[src/rtl/ctl_pkg.sv]
package ctl_pkg;
  localparam int unsigned OPC_ADD = 0;
  localparam int unsigned OPC_JMP = 1;
  localparam int unsigned OPC_BRZ = 2;
  localparam int unsigned OPC_STR = 3;
  localparam int unsigned NKNOWN  = 4;
  localparam int unsigned NCLS    = NKNOWN + 1;  // last line: undefined opcode
  localparam int unsigned CLS_UNK = NKNOWN;

  typedef struct packed {
    logic pc_out, pc_in, mar_in, mdr_out, mdr_in, ir_in;
    logic y_in, y_clr, z_in, z_out, r1_in, r1_out, r3_out;
    logic alu_add, carry_in, mem_rd, mem_wr, wait_mem, done;
  } ctl_t;
endpackage

[src/rtl/step_ctr.sv]
module step_ctr #(
  parameter int unsigned NSTEP = 7
) (
  input  logic             clk,
  input  logic             rst,
  input  logic             run,
  input  logic             hold,
  input  logic             fin,
  output logic [NSTEP-1:0] t
);
  localparam int unsigned IDX_W = (NSTEP > 1) ? $clog2(NSTEP) : 1;
  logic [IDX_W-1:0] idx;

  always_ff @(posedge clk) begin
    if (rst) idx <= '0;
    else if (run) begin
      if (fin) idx <= '0;
      else if (!hold) idx <= (idx == IDX_W'(NSTEP - 1)) ? '0 : idx + 1'b1;
    end
  end

  for (genvar g = 0; g < NSTEP; g++) begin : g_dec
    assign t[g] = (idx == IDX_W'(g));
  end

  p_step_onehot_r1: assert property (@(posedge clk) disable iff (rst) $countones(t) == 1);
  p_hold_wait_r9: assert property (@(posedge clk) disable iff (rst) (run && hold && !fin) |=> $stable(t));
  p_run_low_r10: assert property (@(posedge clk) disable iff (rst) !run |=> $stable(t));
  p_end_restart_r11: assert property (@(posedge clk) disable iff (rst) (run && fin) |=> t[0]);
endmodule

[src/rtl/op_decode.sv]
module op_decode
  import ctl_pkg::*;
#(
  parameter int unsigned OPC_W = 4
) (
  input  logic [OPC_W-1:0] opcode,
  output logic [NCLS-1:0]  cls
);
  logic [NKNOWN-1:0] hit;

  for (genvar k = 0; k < NKNOWN; k++) begin : g_hit
    assign hit[k] = (opcode == OPC_W'(k));
  end

  assign cls = {~|hit, hit};
endmodule

[src/rtl/ctl_encode.sv]
module ctl_encode
  import ctl_pkg::*;
#(
  parameter int unsigned NSTEP = 7
) (
  input  logic [NSTEP-1:0] t,
  input  logic [NCLS-1:0]  cls,
  input  logic             zf,
  output ctl_t             c
);
  logic add_i, str_i, jmp_like, brz_nt, unk_i;

  always_comb begin
    add_i    = cls[OPC_ADD];
    str_i    = cls[OPC_STR];
    jmp_like = cls[OPC_JMP] | (cls[OPC_BRZ] & zf);
    brz_nt   = cls[OPC_BRZ] & ~zf;
    unk_i    = cls[CLS_UNK];

    c.pc_out   = t[0] | (t[3] & jmp_like);
    c.pc_in    = t[1] | (t[5] & jmp_like);
    c.mar_in   = t[0] | (t[3] & (add_i | str_i));
    c.mdr_out  = t[2] | (t[5] & add_i);
    c.mdr_in   = t[4] & str_i;
    c.ir_in    = t[2];
    c.y_in     = (t[4] & add_i) | (t[3] & jmp_like);
    c.y_clr    = t[0];
    c.z_in     = t[0] | (t[5] & add_i) | (t[4] & jmp_like);
    c.z_out    = t[1] | (t[6] & add_i) | (t[5] & jmp_like);
    c.r1_in    = t[6] & add_i;
    c.r1_out   = t[4] & (add_i | str_i);
    c.r3_out   = (t[3] & (add_i | str_i)) | (t[4] & jmp_like);
    c.alu_add  = t[0] | (t[5] & add_i) | (t[4] & jmp_like);
    c.carry_in = t[0];
    c.mem_rd   = t[0] | (t[3] & add_i);
    c.mem_wr   = t[4] & str_i;
    c.wait_mem = t[1] | (t[4] & (add_i | str_i));
    c.done     = (t[6] & add_i) | (t[5] & (jmp_like | str_i)) | (t[3] & (unk_i | brz_nt));
  end
endmodule

[src/rtl/hw_seq_ctrl.sv]
module hw_seq_ctrl
  import ctl_pkg::*;
#(
  parameter int unsigned OPC_W = 4,
  parameter int unsigned NSTEP = 7
) (
  input  logic             clk,
  input  logic             rst,
  input  logic             run,
  input  logic [OPC_W-1:0] opcode,
  input  logic             cond_zero,
  input  logic             mem_done,
  output logic             pc_out,
  output logic             pc_in,
  output logic             mar_in,
  output logic             mdr_out,
  output logic             mdr_in,
  output logic             ir_in,
  output logic             y_in,
  output logic             y_clr,
  output logic             z_in,
  output logic             z_out,
  output logic             r1_in,
  output logic             r1_out,
  output logic             r3_out,
  output logic             alu_add,
  output logic             carry_in,
  output logic             mem_rd,
  output logic             mem_wr,
  output logic             wait_mem,
  output logic             done
);
  logic [NSTEP-1:0] t;
  logic [NCLS-1:0]  cls;
  ctl_t             c;
  logic             hold;

  assign hold = c.wait_mem & ~mem_done;

  step_ctr #(.NSTEP(NSTEP)) u_step (
    .clk(clk), .rst(rst), .run(run), .hold(hold), .fin(c.done), .t(t)
  );

  op_decode #(.OPC_W(OPC_W)) u_dec (.opcode(opcode), .cls(cls));

  ctl_encode #(.NSTEP(NSTEP)) u_enc (.t(t), .cls(cls), .zf(cond_zero), .c(c));

  assign {pc_out, pc_in, mar_in, mdr_out, mdr_in, ir_in} =
         {c.pc_out, c.pc_in, c.mar_in, c.mdr_out, c.mdr_in, c.ir_in};
  assign {y_in, y_clr, z_in, z_out, r1_in, r1_out, r3_out} =
         {c.y_in, c.y_clr, c.z_in, c.z_out, c.r1_in, c.r1_out, c.r3_out};
  assign {alu_add, carry_in, mem_rd, mem_wr, wait_mem, done} =
         {c.alu_add, c.carry_in, c.mem_rd, c.mem_wr, c.wait_mem, c.done};

  p_cls_onehot_r8: assert property (@(posedge clk) disable iff (rst) $countones(cls) == 1);
  p_rw_excl_r7: assert property (@(posedge clk) disable iff (rst) !(mem_rd && mem_wr));
  p_fetch_no_end_r12: assert property (@(posedge clk) disable iff (rst) (ir_in || y_clr) |-> !done);
endmodule

[config.mk]
export PLATFORM = sky130hd
export DESIGN_NAME = hw_seq_ctrl
export DESIGN_NICKNAME = d
export VERILOG_FILES = /design/src/rtl/ctl_pkg.sv /design/src/rtl/step_ctr.sv /design/src/rtl/op_decode.sv /design/src/rtl/ctl_encode.sv /design/src/rtl/hw_seq_ctrl.sv
export SDC_FILE = /design/constraint.sdc
export NUM_CORES = 1
export LEC_CHECK = 0
export BUFFER_PORTS_ARGS = -buffer_cell sky130_fd_sc_hd__buf_2
export CAP_MARGIN = 25
export CORE_AREA = 2 2 39 41
export DETAILED_ROUTE_END_ITERATION = 8
export DIE_AREA = 0 0 41 43
export GPL_ROUTABILITY_DRIVEN = 1
export PLACE_DENSITY_LB_ADDON = 0.2
export SLEW_MARGIN = 20
export SYNTH_ARGS = -nofsm -noshare
export SYNTH_HDL_FRONTEND = slang
export SYNTH_HIERARCHICAL = 1
export SYNTH_SLANG_ARGS = --single-unit
[constraint.sdc]
create_clock -name clk -period 2.2 [get_ports clk]
set_input_delay 0 -clock clk [delete_from_list [all_inputs] [get_ports clk]]
set_output_delay 0 -clock clk [all_outputs]
set_load 0.05 [all_outputs]
# == Yosys cells after proc, flatten, opt, wreduce, memory -nomap -nowiden ==
# Index checks and enable logic that the tools add are counted.
# totals
input_bits,9
ff_bits,3
out_inout_bits,19
word_cells,55
# op_classes
add_sub_neg,1
n_eq_ne,10
reduce_logical,5
bitwise,35
muxes,3
# op_table
operator,count
bitwise OR 1 bit,18
AND 1 bit,15
== test 3 bit (second input constant),3
two-way mux 3 bit,3
== test 4 x 2 -> 1 bit (second input constant),2
== test 3 x 2 -> 1 bit (second input constant),2
== test 4 x 1 -> 1 bit (second input constant),1
logical NOT 4 bit,1
OR reduction 4 bit,1
adder 3 x 1 -> 3 bit (second input constant),1
== test 3 x 1 -> 1 bit (second input constant),1
logical NOT 3 bit,1
inequality test 2 bit (second input constant),1
inverter 1 bit,2
AND reduction 2 bit,1
logical NOT 1 bit,1

# == Depth between registers and ports, before layout ==
# logic_depth
depth_word,9
depth_mapped,8
ltp_nobuf,8

# == Cells and area by module ==
# Netlist, hierarchy kept.
# modules_own_cells
mod,seq_area_each_um2,n_inst,cells_each,area_per_inst_um2
step_ctr,60.1,1,28,244.0
ctl_encode,0.0,1,25,185.2
op_decode,0.0,1,5,42.5
hw_seq_ctrl,0.0,1,1,13.8

# == Worst setup path before layout ==
# No wires, ideal clock.
# synth_timing
path_kind,register to register
startpoint,register u_step.idx[2]
endpoint,register u_step.idx[1]
path_slack_ns,-0.501
n_path_buf,0
required_ns,2.085
period_less_slack_ns,2.701
stages_incl_launch_ff,8
t_arrival_ns,2.586
setup_time_ns,0.115
cell_sequence,dfxtp_1 -> inv_1 -> nor3b_1 -> inv_1 -> o211ai_1 -> nand2b_2 -> o311ai_1 -> a31o_1
# synth_between
elab_chain_len,6
word_cells_on_any_way,18
classes_between,eq/ne: 6; mux: 3; bitwise: 8; reduce/logical: 1
# synth_lines
item,line_no,rtl
start: declaration,step_ctr.sv:12,logic [IDX_W-1:0] idx;
start signal: assignment,step_ctr.sv:18,else if (!hold) idx <= (idx == IDX_W'(NSTEP - 1)) ? '0 : idx + 1'b1;
== test 3 bit *,step_ctr.sv:23,assign t[g] = (idx == IDX_W'(g));
via t[5],hw_seq_ctrl.sv:33,logic [NSTEP-1:0] t;
AND 1 bit *,ctl_encode.sv:38,c.done = (t[6] & add_i) | (t[5] & (jmp_like | str_i)) | (t[3] & (unk_i | brz_nt));
bitwise OR 1 bit * (2 in a row),ctl_encode.sv:38,
via done,hw_seq_ctrl.sv:31,output logic done
inequality test 2 bit (no source line),-,
AND reduction 2 bit (no source line),-,
# Mark *: on every way through the listed nets, which the timed path passes. The rest lies on a longest branch. The select of a mux whose other input is x is not followed.
# A chain may end at the register's enable or synchronous reset.

# == Worst setup path after layout ==
# layout_timing
startpoint,register u_step.idx[1]
endpoint,register u_step.idx[1]
# layout_between
word_cells_on_any_way,19
classes_between,add/sub: 1; eq/ne: 6; mux: 3; bitwise: 8; reduce/logical: 1
# layout_lines
item,line_no
== test 3 x 2 -> 1 bit *,step_ctr.sv:23
via t[3],hw_seq_ctrl.sv:33
AND 1 bit *,ctl_encode.sv:38
bitwise OR 1 bit *,ctl_encode.sv:38
inequality test 2 bit (no source line),-
AND reduction 2 bit (no source line),-
# Marks and branches as above.

==> results.md <==
* IO Port Bufs at 27
* Max Freq at ~500 MHz
* Synth Area in Adders at roughly 2.6%
* Max layer used: met3
* P&R area growth vs syn at 35.3%
* Initial antenna violation count at 0
* Final slew viol count at 0
* Wire length on met3 at 76 um
* Met2 WL post-DR at 507 um
* Largest register FFs at 3
* Cells after DPL at 97
* CP required at 2.32 ns
* Share of layout cells above drive strength 1 at 51.2%
* Synth top area share at 12.4%
* Gr ovfl total at 0
* Global router's overall resource usage at 12.3%
* Unrepaired setup endpoints after global routing: false
* Mapped Area at 485 um^2
* WL final at ~1100 um
* Vias in the first global route at between 400 and 500
* First-pass GRT wire length at roughly 1600 um
* Synth area leader: dfxtp_1
* Metal-1 WL at 561 um
* CP max FO at 9
* Largest registers: u_step/idx x3
* Clock latency at the later pin of the worst-skew pair at 0.23 ns
* Die Span Y at 43 um
* Min-Delay Path Class: input port to flip-flop
* Top post-synthesis cells by area: dfxtp_1, a21o_1, buf_4, nor4b_1, nor3b_1
* CORE AREA at between 1000 and 1500 um^2
* WL per Instance at roughly 11 um
* Startpoint Class: flip-flop
* Reg with most FFs: u_step/idx
* Initial Utilization at 35.1%
* Root Buffer: clkbuf_4
* Peak supply drop at 0.422 mV
* Post-Layout Cell Count at 102
* Die W at 41 um
* Yosys warnings at 6
* Crit Path Class: flip-flop to flip-flop
* Dpl hpwl at 897 um
* Vias at 543
* Final Hold Fails at 0
* Fin nets at 97
* Vias/cell at between 5 and 6
* CTS Sinks at 3
* CTS Buf Count at 3
* Register clock-pin slew on the reported worst setup and hold paths at 0.04 ns
* Sequential fraction of the synthesis area at about an eighth
* Mux cell area share after synthesis at 0%
* Post-synthesis cell type count at 36
* Post-synthesis simple-gate area fraction at 36.9%
* CTS tree: yes
* Worst-margin pin slew at 0.521 ns
* Mapped Cells at 59
* PD cells at about 530 nW/um^2
* Mapped Avg Cell Area at 8.23 um^2
* Deepest clock path buffer count at 2
* Crit. End Element: flip-flop
* Tmin final at 2.00 ns
* I/O Pins at 28
* H-tree Lvls at 1
* GPL Wtd Cong at 0.734
* # rows at 14
* First-pass DRT Iterations at 4
* Outcome: completed
* Period utilization at 91.0%
* Compound-Gate Fraction of Synth Area at 34.0%
* Largest net degree at the start of global routing at 12
* Antenna-violating nets left at 0
* Tot Pwr at about 0.00035 W
* Worst EP arrival at 2.12 ns
* # DRC at 0
* Main combinational cell family by area after synthesis: simple AND/OR/NAND/NOR gates
* Endpoints failing setup at 0
* Max_cap viols at 0
* #FFs+latches synth at 3
* Final Skew at 0.00576 ns
* Syn Nets at 69
* Iter 0 DRT Violations at 9
* Ant diodes at 0
* Leakage at between 0.3 and 0.4 nW
* Post-synthesis xor/xnor area fraction at 0%
* Relative slew slack at 65.0%
* Die Area at 1760 um^2
==> cell usage in the layout, fill, tap and decap left out, types with 3 or more instances in the layout <==
cell type,n
a21o_1,7
buf_2,27
clkbuf_4,3
inv_1,3
nor4b_1,3
==> report_power, final <==
group	switching, W	internal, W
clock	0.0000263	0.0000678
combinational	0.000135	0.0000538
sequential	0.00000788	0.0000585
==> worst paths after layout <==
path,cells past startpoint,start,to,slack [ns]
setup reg to reg,7,u_step/idx[1],u_step/idx[1],0.20
hold / removal,3,run,u_step/idx[2],0.07
setup / recovery,7,u_step/idx[1],u_step/idx[1],0.20
hold reg to reg,3,u_step/idx[2],u_step/idx[2],0.64
==> cell families after synthesis <==
family | Yosys count
buffers and inverters | 11
adder cells (fa/ha/maj) | 1
flip-flops | 3
AO/OA/AOI/OAI | 21
AND/OR/NAND/NOR | 23
==> cell type report <==
class	count	area [um^2]
fillers	149	727
repair buffers	30	160
well taps	16	20.0
flip-flops and latches	3	62.6
clock buffers	4	26.3
inverters	4	15.0
multi-input cells	45	373
==> repair_timing <==
action	CTS	global route
hold endpoints to repair	1	0
resized for setup	0	0
hold buffers	1	0
buffers inserted	0	0
==> Yosys cell counts <==
cell      instances
a211o_1           1
inv_1             4
and4bb_2          1
o21a_1            1
buf_4             5
o21ai_0           1
nand4_1           1
a21bo_2           1
a21boi_1          1
nand2b_2          1
and2_1            2
a21o_1            7
buf_2             1
a22oi_1           1
nor3_1            2
a211oi_1          1
and3_1            1
o211ai_1          1
a22o_1            1
nor2_1            1
and2_2            1
ha_1              1
dfxtp_1           3
a221o_1           1
o211a_1           1
a31o_1            1
buf_6             1
nor4_1            1
o311ai_1          1
or2_2             2
nor4b_2           1
nor2b_4           1
nand3b_1          2
a21oi_1           1
nor3b_1           3
nor4b_1           3
==> routing by layer <==
layer  GRT usage, %  vias up
met1           17.3      250
met5              0        -
met4              0        0
met3           3.14        0
li1               -      274
met2           19.7       19
==> critical path, cell delays in order, from the launching register on <==
cell and delay, ns:
dfxtp_1 0.51, and2_2 0.21, ha_1 0.27, nand3b_1 0.11
o211ai_1 0.27, nand2b_4 0.25, o311ai_1 0.09, a31o_1 0.18
==> through the flow <==
step	setup WS (ns)	TNS, ns	hold slack [ns]	cell area [um^2]	util, %
3_3_place_gp	0.255	0	0.208	621	44.8
3_5_place_dp	0.235	0	0.208	621	44.8
5_1_grt	0.0647	0	0.0794	657	47.5
2_1_floorplan	-0.247	-0.561	0.0617	510	-
6_report	0.198	0	0.0689	657	47.5
4_1_cts	0.214	0	0.0666	657	47.5
No activity file was read; power rests on OpenSTA's default activity.
